<file path="src/rtl/flash_sr_pkg.sv">
package flash_sr_pkg;
  localparam int N_REQ    = 4;
  localparam int REQ_WRSR = 0;
  localparam int REQ_PP   = 1;
  localparam int REQ_SE   = 2;
  localparam int REQ_BE   = 3;
  localparam int BP_W     = 3;
  localparam int N_ACHK   = 2;

  typedef struct packed {
    logic            srwd;
    logic            tb;
    logic [BP_W-1:0] bp;
  } nv_t;
endpackage

</file>
<file path="src/rtl/fsr_area_check.sv">
module fsr_area_check
  import flash_sr_pkg::*;
#(
  parameter int ADDR_W   = 21,
  parameter int SECTOR_W = 16
) (
  input  logic [BP_W-1:0]   bp_i,
  input  logic              tb_i,
  input  logic [ADDR_W-1:0] addr_i,
  output logic              hit_o
);
  localparam int IDX_W    = ADDR_W - SECTOR_W;
  localparam int NUM_SECT = 1 << IDX_W;
  localparam logic [IDX_W:0] NUM_SECT_V = (IDX_W+1)'(NUM_SECT);

  logic [IDX_W:0] span;
  logic [IDX_W:0] idx;
  logic [31:0]    shamt;
  logic           unused_lo;

  assign unused_lo = ^addr_i[SECTOR_W-1:0];
  assign idx       = {1'b0, addr_i[ADDR_W-1:SECTOR_W]};
  assign shamt     = 32'(bp_i) - 32'd1;

  // sectors covered: 2^(level-1), capped at the whole array
  always_comb begin
    span = '0;
    if (bp_i != '0) begin
      if (shamt >= 32'(IDX_W)) span = NUM_SECT_V;
      else                     span = (IDX_W+1)'(1) << shamt;
    end
  end

  always_comb begin
    if (bp_i == '0) hit_o = 1'b0;
    else if (tb_i)  hit_o = (idx < span);
    else            hit_o = (idx >= (NUM_SECT_V - span));
  end
endmodule

</file>
<file path="src/rtl/fsr_status_regs.sv">
module fsr_status_regs
  import flash_sr_pkg::*;
#(
  parameter logic [BP_W-1:0] DEF_BP   = '0,
  parameter logic            DEF_TB   = 1'b0,
  parameter logic            DEF_SRWD = 1'b0
) (
  input  logic clk_i,
  input  logic rst_ni,
  input  logic set_wel_i,
  input  logic clr_wel_i,
  input  logic start_i,
  input  logic done_i,
  input  logic nv_we_i,
  input  nv_t  nv_d_i,
  output logic wip_o,
  output logic wel_o,
  output nv_t  nv_o
);
  logic finish;
  assign finish = wip_o & done_i;

  always_ff @(posedge clk_i or negedge rst_ni) begin
    if (!rst_ni) begin
      wip_o <= 1'b0;
    end else if (start_i) begin
      wip_o <= 1'b1;
    end else if (finish) begin
      wip_o <= 1'b0;
    end
  end

  always_ff @(posedge clk_i or negedge rst_ni) begin
    if (!rst_ni) begin
      wel_o <= 1'b0;
    end else if (finish || clr_wel_i) begin
      wel_o <= 1'b0;
    end else if (set_wel_i) begin
      wel_o <= 1'b1;
    end
  end

  always_ff @(posedge clk_i or negedge rst_ni) begin
    if (!rst_ni) begin
      nv_o.srwd <= DEF_SRWD;
      nv_o.tb   <= DEF_TB;
      nv_o.bp   <= DEF_BP;
    end else if (nv_we_i) begin
      nv_o <= nv_d_i;
    end
  end
endmodule

</file>
<file path="src/rtl/fsr_cmd_gate.sv">
module fsr_cmd_gate
  import flash_sr_pkg::*;
(
  input  logic             wren_i,
  input  logic             wrdi_i,
  input  logic [N_REQ-1:0] req_i,
  input  logic             wip_i,
  input  logic             wel_i,
  input  nv_t              nv_i,
  input  logic             wp_ni,
  input  logic [N_ACHK-1:0] hit_i,
  output logic [N_REQ-1:0] grant_o,
  output logic [N_REQ-1:0] deny_o,
  output logic             set_wel_o,
  output logic             clr_wel_o,
  output logic             nv_we_o
);
  logic             open;
  logic             hw_lock;
  logic [N_REQ-1:0] permit;

  assign open    = ~wip_i & wel_i;
  assign hw_lock = nv_i.srwd & ~wp_ni;

  for (genvar k = 0; k < N_REQ; k++) begin : g_req
    if (k == REQ_WRSR) begin : g_wrsr
      assign permit[k] = ~hw_lock;
    end else if (k == REQ_PP) begin : g_pp
      assign permit[k] = ~hit_i[0];
    end else if (k == REQ_SE) begin : g_se
      assign permit[k] = ~hit_i[1];
    end else begin : g_be
      assign permit[k] = (nv_i.bp == '0);
    end
    assign grant_o[k] = req_i[k] & open & permit[k];
    assign deny_o[k]  = req_i[k] & ~(open & permit[k]);
  end

  assign set_wel_o = wren_i & ~wip_i;
  assign clr_wel_o = wrdi_i & ~wip_i;
  assign nv_we_o   = grant_o[REQ_WRSR];
endmodule

</file>
<file path="src/rtl/flash_sr_guard.sv">
module flash_sr_guard
  import flash_sr_pkg::*;
#(
  parameter int              ADDR_W   = 21,
  parameter int              SECTOR_W = 16,
  parameter logic [BP_W-1:0] DEF_BP   = '0,
  parameter logic            DEF_TB   = 1'b0,
  parameter logic            DEF_SRWD = 1'b0
) (
  input  logic              clk_i,
  input  logic              rst_ni,
  input  logic              wren_i,
  input  logic              wrdi_i,
  input  logic              wrsr_i,
  input  logic [7:0]        wrsr_data_i,
  input  logic              pp_i,
  input  logic [ADDR_W-1:0] pp_addr_i,
  input  logic              se_i,
  input  logic [ADDR_W-1:0] se_addr_i,
  input  logic              be_i,
  input  logic              wp_ni,
  input  logic              done_i,
  output logic              op_start_o,
  output logic [7:0]        status_o,
  output logic [N_REQ-1:0]  grant_o,
  output logic [N_REQ-1:0]  deny_o
);
  logic [N_REQ-1:0]  req;
  logic [N_ACHK-1:0] area_hit;
  logic [ADDR_W-1:0] chk_addr [N_ACHK];
  logic              wip, wel, set_wel, clr_wel, nv_we;
  nv_t               nv_q, nv_d;
  logic              unused_data;

  assign req[REQ_WRSR] = wrsr_i;
  assign req[REQ_PP]   = pp_i;
  assign req[REQ_SE]   = se_i;
  assign req[REQ_BE]   = be_i;

  assign chk_addr[0] = pp_addr_i;
  assign chk_addr[1] = se_addr_i;

  assign nv_d.srwd   = wrsr_data_i[7];
  assign nv_d.tb     = wrsr_data_i[5];
  assign nv_d.bp     = wrsr_data_i[4:2];
  assign unused_data = ^{wrsr_data_i[6], wrsr_data_i[1:0]};

  for (genvar g = 0; g < N_ACHK; g++) begin : g_achk
    fsr_area_check #(
      .ADDR_W  (ADDR_W),
      .SECTOR_W(SECTOR_W)
    ) u_area (
      .bp_i  (nv_q.bp),
      .tb_i  (nv_q.tb),
      .addr_i(chk_addr[g]),
      .hit_o (area_hit[g])
    );
  end

  fsr_cmd_gate u_gate (
    .wren_i   (wren_i),
    .wrdi_i   (wrdi_i),
    .req_i    (req),
    .wip_i    (wip),
    .wel_i    (wel),
    .nv_i     (nv_q),
    .wp_ni    (wp_ni),
    .hit_i    (area_hit),
    .grant_o  (grant_o),
    .deny_o   (deny_o),
    .set_wel_o(set_wel),
    .clr_wel_o(clr_wel),
    .nv_we_o  (nv_we)
  );

  fsr_status_regs #(
    .DEF_BP  (DEF_BP),
    .DEF_TB  (DEF_TB),
    .DEF_SRWD(DEF_SRWD)
  ) u_regs (
    .clk_i    (clk_i),
    .rst_ni   (rst_ni),
    .set_wel_i(set_wel),
    .clr_wel_i(clr_wel),
    .start_i  (op_start_o),
    .done_i   (done_i),
    .nv_we_i  (nv_we),
    .nv_d_i   (nv_d),
    .wip_o    (wip),
    .wel_o    (wel),
    .nv_o     (nv_q)
  );

  assign op_start_o = |grant_o;
  assign status_o   = {nv_q.srwd, 1'b0, nv_q.tb, nv_q.bp, wel, wip};
endmodule

</file>
<file path="config.mk">
export PLATFORM = sky130hd
export DESIGN_NAME = flash_sr_guard
export DESIGN_NICKNAME = d
export VERILOG_FILES = /design/src/rtl/flash_sr_pkg.sv /design/src/rtl/fsr_area_check.sv /design/src/rtl/fsr_status_regs.sv /design/src/rtl/fsr_cmd_gate.sv /design/src/rtl/flash_sr_guard.sv
export SDC_FILE = /design/constraint.sdc
export NUM_CORES = 1
export LEC_CHECK = 0
export BUFFER_PORTS_ARGS = -buffer_cell sky130_fd_sc_hd__clkbuf_2
export CORE_ASPECT_RATIO = 0.5
export CORE_MARGIN = 8
export CORE_UTILIZATION = 30
export DETAILED_ROUTE_END_ITERATION = 7
export PLACE_DENSITY_LB_ADDON = 0.25
export SYNTH_ARGS = -nofsm -noshare
export SYNTH_HDL_FRONTEND = slang
export SYNTH_SLANG_ARGS = --single-unit
export TNS_END_PERCENT = 50
</file>
<file path="constraint.sdc">
create_clock -name clk_i -period 6.9 [get_ports clk_i]
set_clock_uncertainty 0.05 [all_clocks]
set_input_delay 0.345 -clock clk_i [delete_from_list [all_inputs] [get_ports clk_i]]
set_output_delay 0.345 -clock clk_i [all_outputs]
set_load 0.005 [all_outputs]
</file>
==> results.sh <==
export IMPL_status="completed"
export IMPL_synth_top_family_by_area="compound AO/OA/AOI/OAI gates"
export IMPL_finalSetupViolations=0
export IMPL_start_util_pct=31.6
export IMPL_cp_end_kind="primary output"
export IMPL_grt_total_usage_pct=9.73
export IMPL_rrSetupSlack_ns=3.21
export IMPL_cts_setup_buffers=0
export IMPL_drt_iter0_markers=32
export IMPL_synth_ff_type="dfrtp_1"
export IMPL_synth_top_cell_area_share_pct=24.0
export IMPL_grt_overflow_total=0
export IMPL_grt_met1_usage_pct=12.4
export IMPL_clk_pin_slew_ns=0.04
export IMPL_use_met2_pct=16.8
export IMPL_antenna_found_initial=0
export IMPL_clk_insertion_delay_late_ns=0.22
export IMPL_yosysMostFrequentCell="ha_1"
export IMPL_wl_per_cell_um=12.3
export IMPL_cts_sinks=7
export IMPL_p_per_area_nw_per_um2=435
export IMPL_grt_setup_unrepaired="false"
export IMPL_fin_util_pct=38.5
export IMPL_nFillCells=448
export IMPL_pre_cts_slack_ns=2.86
export IMPL_slowest_stage="dfrtp_1"
export IMPL_core_area_um2=3960
export IMPL_cp_start_kind="register"
export IMPL_synthMuxAreaShare_pct=0
export IMPL_rows=16
export IMPL_crit_family="compound AO/OA/AOI/OAI gates"
export IMPL_detail_route_antenna_nets=0
export IMPL_syn2layout_area_growth_pct=21.9
export IMPL_routed_wl_mm=3.12
export IMPL_grt_pass1_vias=1275
export IMPL_cts_max_level=1
export IMPL_hold_class="in2reg"
export IMPL_slowest_delay_ns=0.47
export IMPL_synthXorXnorAreaFrac_pct=1.40
export IMPL_synth_nets=245
export IMPL_synth_compound_area_share_pct=26.4
export IMPL_ys_top_cells_by_count="ha_1, nand2_1, a21oi_1, inv_1, o21ai_0"
export IMPL_place_congestion=0.774
export IMPL_syn_cell_area_um2=1250
export IMPL_finalCritPeriodShare_pct=61.6
export IMPL_grt_pass1_wl_mm=5.41
export IMPL_drv_cap=0
export IMPL_crit_chain="inv_1 -> ha_1 -> nor2_1 -> o21ai_0 -> o21ai_0 -> nand2_1 -> ha_1 -> inv_1 -> ha_1 -> a21o_1 -> a21oi_1 -> o21bai_1 -> or2_1 -> o311a_1 -> clkbuf_2"
export IMPL_leakagePower_nw=0.783
export IMPL_hold_violations=0
export IMPL_grt_use_met3_pct=1.85
export IMPL_ir_drop_mv=0.140
export IMPL_yosysTopAreaCell="ha_1"
export IMPL_worstPathArrival_ns=3.85
export IMPL_grt_busiest_layer="met2"
export IMPL_vias=1198
export IMPL_min_period_ns=4.25
export IMPL_die_h_um=61.7
export IMPL_fin_hold_ws_ns=0.269
export IMPL_path_common_cell="ha_1"
export IMPL_via_per_inst=4.72
export IMPL_fin_nets=285
export IMPL_synth_top_cells_by_area="ha_1, dfrtp_1, nand2_1"
export IMPL_path_class="reg2out"
export IMPL_cts_made_buffers=3
export IMPL_timing_fmax_ghz=0.235
export IMPL_syn_inst=161
export IMPL_ys_async_sr_fraction_pct=100
export IMPL_cp_required_ns=6.50
export IMPL_layout_drive_gt1_share_pct=26.0
export IMPL_yosysUniqueCellTypes=41
export IMPL_hpwlAfterDp_mm=2.77
export IMPL_fin_setup_tns_ns=0
export IMPL_insertedDiodeCount=0
export IMPL_synth_edf_count=0
export IMPL_ys_seq_area_share_pct=14.0
export IMPL_io_pins=77
export IMPL_crit_fanout=8
export IMPL_layout_setup_ws_ns=2.65
export IMPL_synth_seq_cells=7
export IMPL_synth_avg_cell_area_um2=7.78
export IMPL_drc=0
export IMPL_slew_violations=0
export IMPL_synthSimpleGateAreaFrac_pct=25.6
export IMPL_cts_root_buf="clkbuf_8"
export IMPL_grt_max_degree=10
export IMPL_port_buffers=40
export IMPL_cts_tree="built"
export IMPL_die_area_um2=6620
export IMPL_synth_adder_area_share_pct=24.0
export IMPL_crit_buf_inv=3
export IMPL_finalPower_mw=0.664
export IMPL_clock_path_buffers=2
export IMPL_drt_pass1_iter_count=4
export IMPL_fp_dieW_um=107
export IMPL_yosysWarnings=0
registers in the layout, indices dropped and copies added (netlist names):
name,flops
u_regs.nv_o,5
u_regs.wel_o,1
u_regs.wip_o,1
layout by cell type (no fill, tap or decap), types with 2 or more instances in the layout:
cell type   n
a21o_1      5
a21oi_1    14
and3_1      2
clkbuf_2   40
clkbuf_8    3
dfrtp_1     7
ha_1       24
inv_1      14
nand2_1    22
nand2b_1    6
nand3_1     2
nand3b_1    2
nor2_1      8
nor2b_1     5
nor3_1      4
o21ai_0    14
o221a_2     2
metrics by stage:
step	std cells	instance area, um2
6_report	254	1530
5_1_grt	254	1530
4_1_cts	254	1530
3_5_place_dp	249	1470
3_3_place_gp	249	1470
2_1_floorplan	161	1250
report_power, final:
group          total (mW)  switching (mW)  leakage [nW]  internal, mW
logic               0.518           0.290         0.673         0.228
clock network      0.0553          0.0155        0.0228        0.0398
registers          0.0909          0.0306        0.0870        0.0603
total               0.664           0.336         0.783         0.328
tightest hold or removal path, delay by kind of cell:
kind,cells,cell delay (ns)
simple gates,2,0.09
buf+inv,1,0.07
cells by family after synthesis:
family,Yosys count
adders and majority gates,24
DFF,7
AOI/OAI and AO/OA,45
buffers and inverters,21
xor gates and xnor gates,2
and+or+nand+nor,61
other,1
routing by layer:
metal,up-vias,part of all wire [%]
met2,21,44
met4,0,0.32
met3,2,4.0
met5,-,0
li1,645,-
met1,530,52
layout make-up:
class	count	area, um2	area share, %
inverter	15	56.3	3.69
multi-input combinational	133	972	63.7
sequential	7	175	11.5
tap	54	67.6	4.43
timing repair buffer	41	210	13.8
clock buffer	4	45.0	2.95
timing repair:
| action | CTS | global route |
|---|---|---|
| endpoints found under the hold margin | 7 | 0 |
| gates resized for setup | 0 | 0 |
| hold buffers | 1 | 0 |
final timing paths:
path,startpoint,to,cells past startpoint
max in group asynchronous,rst_ni,u_regs.nv_o[0],2
worst max register to register,u_regs.nv_o[0],u_regs.wip_o,15
min in group asynchronous,rst_ni,u_regs.wel_o,2
worst max-delay path,u_regs.nv_o[0],deny_o[2],15
worst min-delay path,wrsr_data_i[7],u_regs.nv_o[4],3
worst min register to register,u_regs.nv_o[4],u_regs.nv_o[4],2
Note: power is estimated with default switching activity, not from simulation.
